**config.mk**
```make
export PLATFORM = sky130hd
export DESIGN_NAME = convReadout
export DESIGN_NICKNAME = d
export VERILOG_FILES = /design/src/rtl/convReadoutPkg.sv /design/src/rtl/convSampleStub.sv /design/src/rtl/convReadoutCtrl.sv /design/src/rtl/convReadoutPath.sv /design/src/rtl/convReadout.sv
export SDC_FILE = /design/constraint.sdc
export NUM_CORES = 1
export LEC_CHECK = 0
export CAP_MARGIN = 15
export CORE_MARGIN = 5
export CORE_UTILIZATION = 30
export DETAILED_ROUTE_END_ITERATION = 7
export DONT_BUFFER_PORTS = 1
export PLACE_DENSITY_LB_ADDON = 0.05
export SYNTH_ARGS = -nofsm -noshare
export SYNTH_HDL_FRONTEND = slang
export SYNTH_SLANG_ARGS = --single-unit
```
**constraint.sdc**
```tcl
create_clock -name clk -period 2.4 [get_ports clk]
set_input_delay 0.48 -clock clk [delete_from_list [all_inputs] [get_ports clk]]
set_output_delay 0.48 -clock clk [all_outputs]
set_load 0.005 [all_outputs]
```
**src/rtl/convReadoutPkg.sv**
```systemverilog
package convReadoutPkg;
  typedef struct packed {
    logic latchNew;  // end of conversion: take new sample, clear position
    logic restart;   // chip-select rose: clear position
    logic advance;   // synchronized serial clock rising edge while enabled
    logic drive;     // chip-select and read both low
  } strobe_t;
endpackage

```
**src/rtl/convSampleStub.sv**
```systemverilog
module convSampleStub #(
  parameter int DATA_W = 16,
  parameter logic [DATA_W-1:0] BASE = 16'hA5C3,
  parameter logic [DATA_W-1:0] STEP = 16'h1357
) (
  input  logic              clk,
  input  logic              rstN,
  input  logic              take,
  output logic [DATA_W-1:0] sample
);
  always_ff @(posedge clk) begin
    if (!rstN) sample <= BASE;
    else if (take) sample <= sample + STEP;
  end
endmodule

```
**src/rtl/convReadoutCtrl.sv**
```systemverilog
module convReadoutCtrl
  import convReadoutPkg::*;
#(
  parameter int CONV_CYCLES = 300
) (
  input  logic    clk,
  input  logic    rstN,
  input  logic    convStart,
  input  logic    csN,
  input  logic    rdN,
  input  logic    sclk,
  input  logic    wordDone,
  output logic    busy,
  output logic    rdErr,
  output strobe_t strb
);
  localparam int CW = (CONV_CYCLES < 2) ? 1 : $clog2(CONV_CYCLES);

  logic [CW-1:0] convLeft;
  logic [2:0] csSync, sclkSync;
  logic [1:0] rdSync;
  logic endConv, enable;

  always_ff @(posedge clk) begin
    if (!rstN) begin
      csSync   <= 3'b111;
      rdSync   <= 2'b11;
      sclkSync <= 3'b000;
    end else begin
      csSync   <= {csSync[1:0], csN};
      rdSync   <= {rdSync[0], rdN};
      sclkSync <= {sclkSync[1:0], sclk};
    end
  end

  assign enable  = !csSync[1] && !rdSync[1];
  assign endConv = busy && (convLeft == '0);

  always_comb begin
    strb.latchNew = endConv;
    strb.restart  = csSync[1] && !csSync[2];
    strb.advance  = busy && enable && sclkSync[1] && !sclkSync[2];
    strb.drive    = enable;
  end

  always_ff @(posedge clk) begin
    if (!rstN) begin
      busy     <= 1'b0;
      convLeft <= '0;
      rdErr    <= 1'b0;
    end else begin
      rdErr <= endConv && !wordDone;
      if (busy) begin
        if (endConv) busy <= 1'b0;
        else convLeft <= convLeft - 1'b1;
      end else if (convStart) begin
        busy     <= 1'b1;
        convLeft <= CW'(CONV_CYCLES - 1);
      end
    end
  end


  busyRise_chk: assert property (@(posedge clk) disable iff (!rstN)
    $rose(busy) |-> $past(convStart));

  errAtEnd_chk: assert property (@(posedge clk) disable iff (!rstN)
    rdErr |-> $fell(busy));

  errPulse_chk: assert property (@(posedge clk) disable iff (!rstN)
    rdErr |=> !rdErr);
endmodule

```
**src/rtl/convReadoutPath.sv**
```systemverilog
module convReadoutPath
  import convReadoutPkg::*;
#(
  parameter int DATA_W = 16
) (
  input  logic              clk,
  input  logic              rstN,
  input  strobe_t           strb,
  input  logic [DATA_W-1:0] sampleIn,
  output logic              wordDone,
  output logic              sdo
);
  localparam int PW = $clog2(DATA_W + 1);

  logic [DATA_W-1:0] result, shifted;
  logic [PW-1:0] bitPos;

  assign wordDone = (bitPos == PW'(DATA_W));
  assign shifted  = result << bitPos;
  assign sdo      = strb.drive && shifted[DATA_W-1];

  always_ff @(posedge clk) begin
    if (!rstN) begin
      result <= '0;
      bitPos <= '0;
    end else if (strb.latchNew) begin
      result <= sampleIn;
      bitPos <= '0;
    end else if (strb.restart) begin
      bitPos <= '0;
    end else if (strb.advance && !wordDone) begin
      bitPos <= bitPos + 1'b1;
    end
  end


  latchTake_chk: assert property (@(posedge clk) disable iff (!rstN)
    strb.latchNew |=> (result == $past(sampleIn)) && (bitPos == '0));

  tailZero_chk: assert property (@(posedge clk) disable iff (!rstN)
    wordDone |-> !sdo);
endmodule

```
**src/rtl/convReadout.sv**
```systemverilog
module convReadout
  import convReadoutPkg::*;
#(
  parameter int DATA_W = 16,
  parameter int CONV_CYCLES = 300,
  parameter logic [DATA_W-1:0] BASE = 16'hA5C3,
  parameter logic [DATA_W-1:0] STEP = 16'h1357
) (
  input  logic clk,
  input  logic rstN,
  input  logic convStart,
  input  logic csN,
  input  logic rdN,
  input  logic sclk,
  output logic busy,
  output logic sdo,
  output logic rdErr
);
  strobe_t strb;
  logic wordDone;
  logic [DATA_W-1:0] sample;

  convReadoutCtrl #(.CONV_CYCLES(CONV_CYCLES)) ctrl (
    .clk(clk), .rstN(rstN), .convStart(convStart), .csN(csN), .rdN(rdN),
    .sclk(sclk), .wordDone(wordDone), .busy(busy), .rdErr(rdErr), .strb(strb)
  );

  convReadoutPath #(.DATA_W(DATA_W)) path (
    .clk(clk), .rstN(rstN), .strb(strb), .sampleIn(sample),
    .wordDone(wordDone), .sdo(sdo)
  );

  convSampleStub #(.DATA_W(DATA_W), .BASE(BASE), .STEP(STEP)) stub (
    .clk(clk), .rstN(rstN), .take(strb.latchNew), .sample(sample)
  );
endmodule

```
==> results.cfg, run 1 <==
[sta]
setup_violations = 0
hold_viol = 0
rsz0062_at_grt = yes
finalWorstSetupSlack_ns = 0.0522
slew_headroom_pct = 45.0
hold_ws_ns = 0.235
finalCriticalPeriod_ns = 2.35
finClkSkew_ns = 0.0107
final.setup.tns_ns = 0
fmax_mhz = 426
drv_slew = 0
period_share_pct = 97.8
worstMarginPinSlew_ns = 0.824

[logic_synthesis]
yosys_register_bits = 56
synth_cells = 292
ys_types = 49
synthTopCellsByArea = dfxtp_1 44%, nand2_1 6.4%, a21oi_1 5.1%, mux4_2 4.4%, nand2b_1 3.4%
avgSynthCellArea_sq_um = 8.80
synth-edff-count = 0
ys_seq_area_share_pct = 43.6
synth_largest_area_cell = dfxtp_1
synth-main-ff-cell = dfxtp_1
synth_area_sq_um = 2570
synth_top_area_share_pct = 43.6
syn-num-nets = 302
yosys_warnings = 0
synthArstFlopShare_pct = 0

[worst_hold_path]
min_from = rstN
holdCritPathClass = in -> reg

[die]
initial_core_util_pct = 31.0
die_w_microns = 103
die_h_microns = 103
coreArea_sq_um = 8300
dieArea_sq_um = 10500
rows = 33
io_pins = 9

[global_routing]
grt_pass1_vias = 2004
grt_pass1_wl_microns = 10400
grt_max_degree = 33
gr-total-overflow = 0
grt_util_all_layers_pct = 12.5
antenna_found_initial = 0

[pwr]
total_power_mw = 1.79
p_per_area_nw_per_um2 = 635
p_leak_nw = 0.999
irDropWorstVdd_mv = 0.260

[cts]
numCtsBuffers = 5
cts_sinks = 56
clk_pin_slew_ns = 0.11
cts_buffer_depth = 2
clk-insertion-delay-late_ns = 0.31
cts_tree = yes
cts-htree-levels = 2
root_buffer = clkbuf_8

[cells_and_area]
final_common_cell = dfxtp_1
drive_above_1_share_pct = 11.3
nets = 301
instances_no_fill = 397
area_growth_syn_to_layout_pct = 9.74
fin_util_pct = 34.0
diodes = 0
final_cell_mix = 55 x dfxtp_1, 44 x nand2_1, 26 x a21oi_1, 14 x nand2b_1, 12 x o21ai_0
post-route-cell-area_sq_um = 2820

[detailed_routing]
viasPerCell = 5.10
detail-route-antenna-nets = 0
drc_errors = 0
wire_per_inst_microns = 15.3
drt-initial-drc-count = 86
num_vias = 2024
drt-pass1-iter-count = 4
routed_wl_microns = 6090

[worst_setup_path]
cp-start-kind = register
path_max_fanout = 5
critPathArrivalTime_ns = 1.87
crit_type = reg -> out
crit_start = path.bitPos[0]
endpoint_kind = output port
r2r-start = ctrl.convLeft[0]
crit_required_ns = 1.92

[placed_design]
io_buffers = 0
dp.cells = 388
preCtsSetupSlack_ns = 0.134
dp_hpwl_microns = 4250
gp_congestion = 0.743
placed_cell_area_sq_um = 2700

[run_status]
status = completed

[flow_run]
drv_cap = 0
-- final cells by class --
cell class	instances	area [sq um]
Clock inverter	3	22.5
Tap cell	105	131
Inverter	11	41.3
Timing Repair Buffer	11	82.6
Clock buffer	5	68.8
Fill cell	857	5480
Multi-Input combinational cell	206	1350
Sequential cell	56	1120
-- sequential cells by signal, indices dropped and copies added (netlist names) --
| name | count |
|---|---|
| ctrl.convLeft | 9 |
| path.bitPos | 5 |
| ctrl.busy | 1 |
| stub.sample | 16 |
| ctrl.csSync | 3 |
| ctrl.rdErr | 1 |
| ctrl.rdSync | 2 |
| path.result | 16 |
| ctrl.sclkSync | 3 |
-- critical path, cell delays in order (launching register included) --
cell and delay [ns]:
dfxtp_4 0.41, mux4_2 0.51, mux4_2 0.49, nor4b_4 0.15
-- where the power goes --
part	internal, mW	leakage, nW	switching (mW)
combinational	0.103	0.494	0.125
clock	0.211	0.0485	0.333
sequential	0.973	0.457	0.0457
-- synth_stat cells, drive strengths merged, types with 3 or more instances --
master / n
a21oi: 26
a31oi: 3
and2: 5
buf: 6
clkbuf: 13
dfxtp: 56
ha: 4
inv: 11
mux2i: 4
mux4: 5
nand2: 44
nand2b: 14
nand3: 7
nand4: 3
nor2: 10
nor3: 4
nor4: 4
o21ai: 12
o31ai: 3
or3: 10
or4: 7
xnor2: 3
xor2: 4
-- routing by layer --
| layer | vias up | GRT usage [%] | part of all wire (%) |
|---|---|---|---|
| li1 | 1038 | - | - |
| met1 | 968 | 17.7 | 52 |
| met2 | 13 | 19.5 | 45 |
| met3 | 5 | 2.50 | 2.3 |
| met4 | 0 | 3.03 | 0.82 |
| met5 | - | 0 | 0 |
-- what timing repair did --
item | CTS | global route
buffers inserted | 1 | 0
hold buffers | 0 | 0
pin swaps | 0 | 0
gates resized for setup | 2 | 2
setup endpoints to repair | 1 | 1
-- logic make-up (layout without fill, tap and decap cells) --
group,after synthesis,after routing,share of synthesized area [%]
and+or+nand+nor,122,122,25.6
AOI/OAI and AO/OA,62,62,15.0
DFF,56,56,43.6
buffers and inverters,30,30,4.68
muxes,11,11,6.82
xor gates and xnor gates,7,7,2.39
adders and majority gates,4,4,1.95
-- path summary, 6_finish.rpt --
| path | to | cells after the start | slack (ns) |
|---|---|---|---|
| worst max-delay path | sdo | 3 | 0.05 |
| worst min-delay path | ctrl.rdSync[1] | 1 | 0.24 |
| worst max register to register | stub.sample[8] | 7 | 0.14 |
| worst min register to register | ctrl.csSync[1] | 1 | 0.41 |
(Power assumes the default switching activity.)
==> run 2: changes to the inputs <==
--- a/config.mk
+++ b/config.mk
@@ -5,11 +5,12 @@
 export SDC_FILE = /design/constraint.sdc
 export NUM_CORES = 1
 export LEC_CHECK = 0
+export BUFFER_PORTS_ARGS = -buffer_cell sky130_fd_sc_hd__buf_4
 export CAP_MARGIN = 15
 export CORE_MARGIN = 5
 export CORE_UTILIZATION = 30
+export CTS_BUF_LIST = sky130_fd_sc_hd__clkbuf_8
 export DETAILED_ROUTE_END_ITERATION = 7
-export DONT_BUFFER_PORTS = 1
 export PLACE_DENSITY_LB_ADDON = 0.05
 export SYNTH_ARGS = -nofsm -noshare
 export SYNTH_HDL_FRONTEND = slang
==> run 2 against run 1 <==
  * The run now ends with negative setup slack left
  * First-iteration DRC count shrank 4.7%
  * Clock power grew 0.7%
  * Fmax shrank 4.1%
  * Die area is the same
  * Sequential power is essentially flat
==> results.cfg, run 2 (synthesis results as in run 1) <==
[run_status]
status = complete, but fails checks
violations = negative setup slack

[detailed_routing]
drt-initial-drc-count = 82
drt-pass1-iter-count = 4
wire_per_inst_microns = 14.7
viasPerCell = 4.95
num_vias = 2014
drc_errors = 0
detail-route-antenna-nets = 0
routed_wl_microns = 5990

[sta]
period_share_pct = 102
final.setup.tns_ns = -0.0481
finalWorstSetupSlack_ns = -0.0481
slew_headroom_pct = 45.9
drv_slew = 0
hold_viol = 0
finClkSkew_ns = 0.00949
finalCriticalPeriod_ns = 2.45
worstMarginPinSlew_ns = 0.810
setup_violations = 1
fmax_mhz = 408
rsz0062_at_grt = yes

[placed_design]
placed_cell_area_sq_um = 2780
dp_hpwl_microns = 4250
dp.cells = 399
io_buffers = 8
gp_congestion = 0.700

[worst_setup_path]
cp-start-kind = register
ff2ff_path_depth = 6
crit_required_ns = 1.92
regToRegSetupSlack_ns = 0.12
path_max_fanout = 5
critPathArrivalTime_ns = 1.97
crit_type = reg -> out
r2r_end = stub.sample[15]
endpoint_kind = output port
r2r-start = ctrl.convLeft[0]

[cts]
cts_tree = yes
hold_buffers = 0
cts_setup_buffers = 0
cts_sinks = 56
numCtsBuffers = 5
clk_pin_slew_ns = 0.10
clk-insertion-delay-late_ns = 0.31
cts_buffer_depth = 2
root_buffer = clkbuf_8
cts-htree-levels = 2

[global_routing]
gr-total-overflow = 0
grt_util_all_layers_pct = 12.3
antenna_found_initial = 0
grt_pass1_wl_microns = 10100
grt_pass1_vias = 1937
grt_max_degree = 32

[cells_and_area]
drive_above_1_share_pct = 13.6
diodes = 0
multi_input_area_sq_um = 1330
instances_no_fill = 407
area_growth_syn_to_layout_pct = 12.2
final_cell_mix = 55 x dfxtp_1, 44 x nand2_1, 26 x a21oi_1, 21 x buf_4, 14 x nand2b_1
reg_top3 = path.result x16, stub.sample x16, ctrl.convLeft x9
nFillCells = 874
post-route-cell-area_sq_um = 2880
register_area_sq_um = 1120
nets = 311
final_common_cell = dfxtp_1

[pwr]
total_power_mw = 1.81
clkPwrFrac_pct = 30.2
switching_share_pct = 27.3
p_per_area_nw_per_um2 = 629
p_leak_nw = 1.05
combPwrFrac_pct = 13.7
p_int_mw = 1.32
irDropWorstVdd_mv = 0.208
seqPwrFrac_pct = 56.1
p_switching_mw = 0.495

[die]
die_h_microns = 103
io_pins = 9
rows = 33
die_w_microns = 103
coreArea_sq_um = 8300
initial_core_util_pct = 31.0
dieArea_sq_um = 10500

[worst_hold_path]
hold_end = ctrl.rdSync[0]
holdCritPathClass = in -> reg
min_from = rdN
hold_depth = 2

[flow_run]
drv_cap = 0
-- run 2: stage by stage --
step | utilization (%) | setup WS [ns] | hold slack (ns)
2_1_floorplan | - | 0.197 | 0.386
3_3_place_gp | 33.5 | 0.149 | 0.390
6_report | 34.7 | -0.0481 | 0.345
4_1_cts | 34.7 | -0.0772 | 0.336
5_1_grt | 34.7 | -0.124 | 0.350
3_5_place_dp | 33.5 | 0.142 | 0.398
-- run 2: how the worst max path moves through the flow --
stage	slack [ns]	start	depth (start not counted)	end
finish	-0.05	path.bitPos[0]	4	sdo
global route	-0.12	path.bitPos[0]	4	sdo
CTS	-0.08	path.bitPos[0]	4	sdo
detailed placement	0.14	path.bitPos[0]	4	sdo
global placement	0.15	path.bitPos[0]	4	sdo
floorplan	0.20	path.bitPos[0]	4	sdo
-- run 2: layout make-up --
| class | count | share of cell area, % |
|---|---|---|
| Clock buffer | 6 | 2.87 |
| Clock inverter | 2 | 0.391 |
| Inverter | 11 | 1.43 |
| Multi-Input combinational cell | 206 | 46.2 |
| Sequential cell | 56 | 39.0 |
| Tap cell | 105 | 4.56 |
| Timing Repair Buffer | 21 | 5.47 |
-- run 2: what timing repair did --
action,CTS,global route
gates resized for setup,2,0
setup endpoints to repair,1,1
endpoints found under the hold margin,0,0
-- run 2: critical path, stage by stage, from the launching register on --
cell and delay [ns]:
dfxtp_4 0.40, mux4_2 0.49, mux4_2 0.48, nor4b_1 0.16, buf_4 0.13
-- run 2: layer usage --
layer / track usage (%) / share of wire [%] / up-vias
li1: - / - / 1052
met2: 19.4 / 45 / 18
met1: 17.5 / 52 / 938
met5: 0 / 0 / -
met4: 3.03 / 1.0 / 0
met3: 2.23 / 2.5 / 6
-- run 2: power by group through the flow --
stage | registers, mW | logic, mW | clock network (mW)
finish | 1.02 | 0.248 | 0.547
global route | 1.03 | 0.282 | 0.618
CTS | 1.02 | 0.251 | 0.575
detailed placement | 1.04 | 0.250 | 0
global placement | 1.04 | 0.251 | 0
floorplan | 1.02 | 0.177 | 0
